**config.mk**
```make
export PLATFORM = sky130hd
export DESIGN_NAME = sds_encoder
export DESIGN_NICKNAME = d
export VERILOG_FILES = /design/src/rtl/sds_pkg.sv /design/src/rtl/sds_mask.sv /design/src/rtl/sds_tracker.sv /design/src/rtl/sds_encoder.sv
export SDC_FILE = /design/constraint.sdc
export NUM_CORES = 1
export LEC_CHECK = 0
export ABC_AREA = 1
export BUFFER_PORTS_ARGS = -buffer_cell sky130_fd_sc_hd__buf_4
export CELL_PAD_IN_SITES_DETAIL_PLACEMENT = 1
export CELL_PAD_IN_SITES_GLOBAL_PLACEMENT = 1
export CORE_MARGIN = 3
export CORE_UTILIZATION = 30
export CTS_CLUSTER_DIAMETER = 50
export CTS_CLUSTER_SIZE = 30
export DETAILED_ROUTE_END_ITERATION = 7
export HOLD_SLACK_MARGIN = 0.12
export PLACE_DENSITY_LB_ADDON = 0.08
export SLEW_MARGIN = 30
export SYNTH_ARGS = -nofsm -noshare
export SYNTH_HDL_FRONTEND = slang
export SYNTH_SLANG_ARGS = --single-unit
```
**constraint.sdc**
```tcl
create_clock -name clk -period 2.78 [get_ports clk]
set_input_delay 0.278 -clock clk [delete_from_list [all_inputs] [get_ports clk]]
set_output_delay 0.278 -clock clk [all_outputs]
set_load 0.01 [all_outputs]
```
**src/rtl/sds_pkg.sv**
```systemverilog
package sds_pkg;
    typedef enum logic [1:0] {
        ST_IDLE = 2'd0,
        ST_SCAN = 2'd1,
        ST_EMIT = 2'd2
    } sds_state_e;
endpackage

```
**src/rtl/sds_mask.sv**
```systemverilog
module sds_mask #(
    parameter int RW = 4,
    localparam int LW = (RW > 1) ? $clog2(RW) : 1
) (
    input  logic [RW-1:0] rnd_i,
    input  logic [LW-1:0] level_i,
    output logic          keep_o
);
    // Candidate survives when every random bit in [level:0] is 1.
    always_comb begin
        keep_o = 1'b1;
        for (int k = 0; k < RW; k++) begin
            if (k <= int'(level_i)) keep_o = keep_o & rnd_i[k];
        end
    end
endmodule

```
**src/rtl/sds_tracker.sv**
```systemverilog
module sds_tracker #(
    parameter int W  = 4,
    parameter int DW = 8
) (
    input  logic                 clk,
    input  logic                 rst_n,
    input  logic                 clear_i,
    input  logic                 take_i,
    input  logic                 sel_max_i,
    input  logic [W-1:0]         idx_i,
    input  logic signed [DW-1:0] val_i,
    output logic [W-1:0]         best_idx_o,
    output logic                 found_o
);
    logic signed [DW-1:0] best_val_q;
    logic                 beats;

    // Strict compare: an equal later value never replaces, so ties keep the lowest index.
    always_comb begin
        beats = sel_max_i ? (val_i > best_val_q) : (val_i < best_val_q);
    end

    always_ff @(posedge clk) begin
        if (!rst_n) begin
            found_o    <= 1'b0;
            best_idx_o <= '0;
            best_val_q <= '0;
        end else if (clear_i) begin
            found_o <= 1'b0;
        end else if (take_i && (!found_o || beats)) begin
            found_o    <= 1'b1;
            best_idx_o <= idx_i;
            best_val_q <= val_i;
        end
    end

    p_found_hold_r4: assert property (@(posedge clk) disable iff (!rst_n)
        (found_o && !clear_i) |=> found_o);
    p_first_take_r4: assert property (@(posedge clk) disable iff (!rst_n)
        (take_i && !clear_i) |=> found_o);
endmodule

```
**src/rtl/sds_encoder.sv**
```systemverilog
module sds_encoder
    import sds_pkg::*;
#(
    parameter int W  = 4,
    parameter int DW = 8,
    parameter int RW = 4,
    localparam int LW = (RW > 1) ? $clog2(RW) : 1
) (
    input  logic                 clk,
    input  logic                 rst_n,
    input  logic                 start_i,
    input  logic                 key_i,
    input  logic [LW-1:0]        level_i,
    input  logic                 smp_valid_i,
    input  logic signed [DW-1:0] smp_i,
    input  logic [RW-1:0]        rnd_i,
    output logic                 busy_o,
    output logic                 idx_valid_o,
    output logic [W-1:0]         idx_o,
    output logic                 fallback_o,
    output logic                 all_skipped_o
);
    localparam logic [W-1:0] LAST_IDX = {W{1'b1}};

    sds_state_e    state_q, state_d;
    logic [W-1:0]  cnt_q;
    logic          key_q;
    logic [LW-1:0] lvl_q;
    logic          start_acc, last_beat, take, keep;
    logic [W-1:0]  m_idx, a_idx;
    logic          m_found, a_found;

    assign start_acc = start_i && (state_q == ST_IDLE || state_q == ST_EMIT);
    assign take      = (state_q == ST_SCAN) && smp_valid_i;
    assign last_beat = take && (cnt_q == LAST_IDX);

    always_comb begin
        state_d = state_q;
        unique case (state_q)
            ST_IDLE: if (start_acc) state_d = ST_SCAN;
            ST_SCAN: if (last_beat) state_d = ST_EMIT;
            ST_EMIT: state_d = start_acc ? ST_SCAN : ST_IDLE;
            default: state_d = ST_IDLE;
        endcase
    end

    always_ff @(posedge clk) begin
        if (!rst_n) begin
            state_q       <= ST_IDLE;
            cnt_q         <= '0;
            key_q         <= 1'b0;
            lvl_q         <= '0;
            all_skipped_o <= 1'b0;
        end else begin
            state_q <= state_d;
            if (start_acc) begin
                cnt_q <= '0;
                key_q <= key_i;
                lvl_q <= level_i;
            end else if (take) begin
                cnt_q <= cnt_q + 1'b1;
            end
            if (state_q == ST_EMIT && !m_found) all_skipped_o <= 1'b1;
        end
    end

    sds_mask #(.RW(RW)) u_mask (
        .rnd_i   (rnd_i),
        .level_i (lvl_q),
        .keep_o  (keep)
    );

    sds_tracker #(.W(W), .DW(DW)) u_masked (
        .clk        (clk),
        .rst_n      (rst_n),
        .clear_i    (start_acc),
        .take_i     (take && keep),
        .sel_max_i  (key_q),
        .idx_i      (cnt_q),
        .val_i      (smp_i),
        .best_idx_o (m_idx),
        .found_o    (m_found)
    );

    sds_tracker #(.W(W), .DW(DW)) u_whole (
        .clk        (clk),
        .rst_n      (rst_n),
        .clear_i    (start_acc),
        .take_i     (take),
        .sel_max_i  (key_q),
        .idx_i      (cnt_q),
        .val_i      (smp_i),
        .best_idx_o (a_idx),
        .found_o    (a_found)
    );

    always_comb begin
        busy_o      = (state_q == ST_SCAN);
        idx_valid_o = (state_q == ST_EMIT);
        fallback_o  = (state_q == ST_EMIT) && !m_found;
        idx_o       = m_found ? m_idx : a_idx;
    end

    p_strobe_after_last_r2: assert property (@(posedge clk) disable iff (!rst_n)
        last_beat |=> idx_valid_o);
    p_single_strobe_r2: assert property (@(posedge clk) disable iff (!rst_n)
        idx_valid_o |=> !idx_valid_o);
    p_whole_seen_r7: assert property (@(posedge clk) disable iff (!rst_n)
        idx_valid_o |-> a_found);
    p_sticky_hold_r8: assert property (@(posedge clk) disable iff (!rst_n)
        all_skipped_o |=> all_skipped_o);
    p_fallback_sets_r8: assert property (@(posedge clk) disable iff (!rst_n)
        fallback_o |=> all_skipped_o);
    p_start_ignored_r9: assert property (@(posedge clk) disable iff (!rst_n)
        (busy_o && !last_beat) |=> busy_o);
endmodule

```
==> out/qor.csv, run 1 <==
metric,value,unit
syn2layout_area_growth,14.1,%
grt_pass1_wl,8370,um
cp-start-kind,flip-flop,
cts_setup_buffers,0,
dp.cells,393,
cts_root_buffer,clkbuf_8,
worst_slack,666,ps
cts_max_path_buffers,2,
power,1.12,mW
layout.cells.non_filler,400,
remaining_drc_errors,0,
synth_area,0.00206,mm^2
hpwl,3570,um
clock_sinks,36,
syn_nets,337,
numCtsBuffers,5,
coreArea,0.00649,mm^2
post_drt_wl_per_cell,12.1,um
hold_viol,0,
crit_arrival,2290,ps
worstSetupPathType,reg2reg,
cp_num_buf_inv,1,
max_freq,473,MHz
maxSlewHeadroom,53.4,%
ctsHoldBuffers,0,
clk_latency,280,ps
post_drt_via_cell_ratio,4.66,
die_h,88.9,um
irDropWorstVdd,0.188,mV
cp_max_fo,24,
fin_crit_sh,76.0,%
synthCells,301,
drt-initial-drc-count,41,
finalCriticalPeriod,2110,ps
ios,27,
cp.required,2950,ps
clkSlewWorstSetupHoldPaths,70,ps
grt_pass1_vias,1831,
critPathMaxStageDelay,380,ps
gp_congestion,0.715,
skew,4.13,ps
gr-total-overflow,0,
worstSetupEndpointType,flip-flop,
wirelength,4840,um
rsz0062_at_grt,no,
diodes,0,
hold_class,in2reg,
port_buffers,26,
ys_types,23,
max_cap_viol_count,0,
p_leak,1.08,nW
grt_max_degree,30,
die_w,88.9,um
ys_warn_count,0,
initial_core_util,31.8,%
nets,359,
worst_pin_slew,698,ps
drive_above_1_share,13.0,%
cpLargestDelayFamily,simple AND/OR/NAND/NOR gates,
final_cell_mix,"68 x nand2_1, 43 x inv_1, 39 x nor2_1",
cts_resized,0,
path_cells,inv_1 > ha_1 > a21oi_1 > nor2_1 > nor2_2 > nand2_1 > nand2_1 > nand2_1 > nand2_1 > nand3_2 > a21oi_1 > nor2_1,
antenna_found_initial,0,
dieArea,0.00791,mm^2
htreeDepth,2,
rows,29,
cpMostUsedCell,nand2_1,
first_pass_iters,4,
design_area,0.00235,mm^2
setup_viol,0,
syn_area_per_cell,6.85,um^2
gr-usage-all-layers,13.6,%
synth-seq-cells,36,
status,completed,
final_common_cell,nand2_1,
via_count,1863,
slew_violations,0,
ys_seq_area_share,34.9,%
place_ws,593,ps
cp_slowest_cell,nand3_2,
placed_cell_area,0.00228,mm^2
ant_nets,0,
cts_tree,built,
fin_setup_tns,0,ps
cellPowerDensity,476,mW/mm^2
[metal layers]
metal | part of all wire (%) | GRT usage (%)
met1 | 49 | 17.7
met2 | 47 | 22.5
met5 | 0 | 0
met3 | 3.1 | 3.04
met4 | 1.4 | 4.47
[worst min-delay path, delay by kind of cell]
kind	cells	cell delay (ps)
AND/OR/NAND/NOR	1	80
buffers and inverters	1	70
AO/OA/AOI/OAI	1	70
[report_power, final]
group          total [mW]  leakage [nW]  internal [mW]  switching, mW
Clock               0.357        0.0410          0.171          0.187
Combinational       0.207         0.750         0.0862          0.120
Sequential          0.556         0.293          0.541         0.0147
Total                1.12          1.08          0.798          0.322
[kinds of logic after synthesis]
family | count (synthesis) | share of synthesized area, %
adders and majority gates | 17 | 10.3
AOI/OAI and AO/OA | 47 | 12.2
DFF | 36 | 34.9
buffers and inverters | 56 | 12.2
and+or+nand+nor | 145 | 30.3
[registers in the layout, indices dropped and copies added, names as in the netlist]
register / cells
u_masked.best_val_q: 8
u_masked.found_o: 1
lvl_q: 2
u_masked.best_idx_o: 4
u_whole.best_val_q: 8
key_q: 1
u_whole.best_idx_o: 4
u_whole.found_o: 1
all_skipped_o: 1
cnt_q: 4
state_q: 2
[cells in the mapped netlist, drive strengths merged]
cell type | count | area share (%)
a21oi | 37 | 9.5
clkbuf | 5 | 0.91
clkinv | 1 | 0.42
nand3 | 31 | 8.2
nor2 | 42 | 8.2
nor3b | 1 | 0.36
nand2 | 69 | 13
o21a | 2 | 0.73
inv | 44 | 8.0
o21ai | 8 | 1.9
buf | 6 | 2.9
nor3 | 1 | 0.24
dfxtp | 36 | 35
ha | 17 | 10
nand4 | 1 | 0.30
[area by class of cell]
class | count | area, um^2
clock buffers | 6 | 72.6
clock inverters | 1 | 5.00
fillers | 861 | 4140
inverters | 45 | 174
multi-input cells | 209 | 1090
flip-flops and latches | 36 | 721
well taps | 77 | 96.3
repair buffers | 26 | 195
[stage by stage]
| step | util, % | hold slack [ps] |
|---|---|---|
| floorplan | - | 429 |
| detailed placement | 35.0 | 465 |
| CTS | 36.2 | 239 |
| global route | 36.2 | 260 |
| finish | 36.2 | 252 |
| global placement | 35.0 | 451 |
[final timing paths]
kind | depth (start not counted) | slack [ps] | endpoint | startpoint
worst max register to register | 12 | 670 | u_whole.best_val_q[5] | u_whole.best_val_q[5]
worst min-delay path | 3 | 250 | lvl_q[0] | level_i[0]
worst min register to register | 1 | 470 | all_skipped_o | all_skipped_o
worst max-delay path | 12 | 670 | u_whole.best_val_q[5] | u_whole.best_val_q[5]
(Power assumes the default switching activity.)
==> inputs of run 2 (changes only) <==
clock period = 1.8 ns   (was 2.78 ns; I/O delays follow)
==> out/qor.csv, run 2 (synthesized netlist as in run 1, its figures left out) <==
metric,value,unit,change
clock_sinks,36,,unchanged
dp.cells,401,,+2.0%
finalCriticalPeriod,1760,ps,-359 ps
ant_nets,0,,unchanged
worstSetupPathType,reg2reg,,
cp_max_fo,8,,-67%
nFillCells,806,,-6.4%
gp_congestion,0.728,,+1.8%
nets,370,,+3.1%
min_from,level_i[0],,
post_drt_via_cell_ratio,4.77,,+2.5%
p_leak,1.19,nW,+9.7%
cp.required,1980,ps,-970 ps
cts_max_path_buffers,2,,unchanged
reg2reg_depth,14,,+2
grt_max_degree,29,,-3.3%
dieArea,0.00791,mm^2,unchanged
port_buffers,26,,unchanged
irDropWorstVdd,0.403,mV,+110%
slew_violations,0,,unchanged
grt_pass1_wl,8420,um,+0.66%
post_drt_wl_per_cell,12.4,um,+2.6%
via_count,1967,,+5.6%
cts_tree,built,,
gr-usage-all-layers,13.7,%,+0.11 points
rr_startpoint,u_masked.best_val_q[3],,
skew,4.43,ps,+0.303 ps
cts_root_buffer,clkbuf_8,,
drt-initial-drc-count,36,,-12%
grt_pass1_vias,1851,,+1.1%
clk_latency,280,ps,about the same
gr-total-overflow,0,,unchanged
max_cap_viol_count,0,,unchanged
hold_viol,0,,unchanged
r2r_end,u_masked.best_val_q[0],,
antenna_found_initial,0,,unchanged
coreArea,0.00649,mm^2,unchanged
remaining_drc_errors,0,,unchanged
status,completed,,
largestRegisters,"u_masked.best_val_q: 8 flops, u_whole.best_val_q: 8 flops",,
initial_core_util,31.8,%,unchanged
setup_viol,0,,unchanged
diodes,0,,unchanged
min_path_cells,3,,unchanged
seq_area,736,um^2,+2.1%
final_common_cell,nand2_1,,
placed_cell_area,0.00235,mm^2,+3.2%
hold_end,lvl_q[0],,
first_pass_iters,3,,-1
die_w,88.9,um,unchanged
rsz0062_at_grt,yes,,
final_cell_mix,"63 x nand2_1, 38 x inv_1, 37 x nor2_1",,
drive_above_1_share,32.5,%,+20 points
die_h,88.9,um,unchanged
power,1.88,mW,+68%
design_area,0.00275,mm^2,+17%
hpwl,3700,um,+3.8%
htreeDepth,2,,unchanged
clkSlewWorstSetupHoldPaths,70,ps,about the same
wirelength,5120,um,+5.7%
fin_crit_sh,97.5,%,+21 points
worst_pin_slew,317,ps,-380 ps
ios,27,,unchanged
ff2ff_setup_slack,40,ps,-620 ps
max_freq,570,MHz,+20%
fin_setup_tns,0,ps,unchanged
cellPowerDensity,683,mW/mm^2,+43%
layout.cells.non_filler,412,,+3.0%
numCtsBuffers,5,,unchanged
cp-start-kind,flip-flop,,
worstSetupEndpointType,flip-flop,,
rows,29,,unchanged
post-route-util,42.4,%,+6.1 points
hold_class,in2reg,,
syn2layout_area_growth,33.4,%,
maxSlewHeadroom,78.9,%,+25 points
multi_input_area,0.00135,mm^2,+24%
crit_arrival,1940,ps,-350 ps
run 2: changes by cell type in the layout (fill, tap and decap cells not counted), moves of 4 or more:
cell / previous run / this run
nand3_2: 3 / 13
a21oi_2: 0 / 10
nand3_1: 28 / 18
nand2_1: 68 / 63
nand2_2: 0 / 5
dfxtp_2: 0 / 12
buf_6: 0 / 4
ha_4: 0 / 12
inv_1: 43 / 38
buf_4: 26 / 32
dfxtp_1: 36 / 24
inv_2: 1 / 6
ha_1: 17 / 5
a21oi_1: 36 / 26
run 2: worst max-delay path by stage:
stage / startpoint / endpoint / slack [ps] / cells after the start
5_1_grt: u_masked.best_val_q[3] / u_masked.best_val_q[3] / -140 / 16
6_report: u_masked.best_val_q[3] / u_masked.best_val_q[0] / 40 / 14
3_5_place_dp: u_masked.best_val_q[5] / u_masked.best_val_q[4] / 9 / 13
2_1_floorplan: u_masked.best_val_q[5] / u_masked.best_idx_o[0] / 130 / 13
3_3_place_gp: u_masked.best_val_q[5] / u_masked.best_idx_o[0] / 30 / 13
4_1_cts: u_masked.best_val_q[5] / u_masked.best_val_q[4] / -3 / 13
run 2: what timing repair did:
item                                    in CTS  in global routing
pin swaps                                    0                 13
cloned                                       0                  0
endpoints found under the setup margin       1                 24
hold buffers                                 0                  0
buffers inserted                             0                  3
gates resized for setup                      0                 61
run 2: per-stage QoR:
| step | hold slack [ps] | setup WS (ps) |
|---|---|---|
| 3_5_place_dp | 444 | 9.50 |
| 4_1_cts | 140 | -2.62 |
| 2_1_floorplan | 331 | 125 |
| 3_3_place_gp | 436 | 34.1 |
| 6_report | 147 | 44.6 |
| 5_1_grt | 154 | -143 |
run 2: critical path: stages (launching register included):
cell and delay (ps):
dfxtp_1 330, inv_1 70, ha_4 280, nand2_2 50, inv_1 50, nand2_1 50, nand2_1 60, nand2_1 60
nand2_1 70, nand2_1 60, nand3_1 80, nand3_2 120, buf_6 180, a21oi_1 120, nor2_1 60
run 2: cell type report:
type	instances	share of cell area, %
timing repair buffer	37	11.1
sequential	36	26.7
inverter	45	6.32
clock buffer	8	3.27
multi-input combinational	209	49.1
tap	77	3.50
run 2: metal layers:
layer / GRT usage, % / share of wire, % / up-vias
met5: 0 / 0 / -
met3: 3.23 / 2.5 / 6
met4: 4.47 / 1.3 / 0
met1: 16.7 / 47 / 923
met2: 23.9 / 49 / 20
li1: - / - / 1018
run 2: where the power goes:
part	leakage (nW)	switching [mW]	internal [mW]
Combinational	0.845	0.223	0.186
Clock	0.0455	0.294	0.313
Sequential	0.299	0.0239	0.838
Total	1.19	0.541	1.34
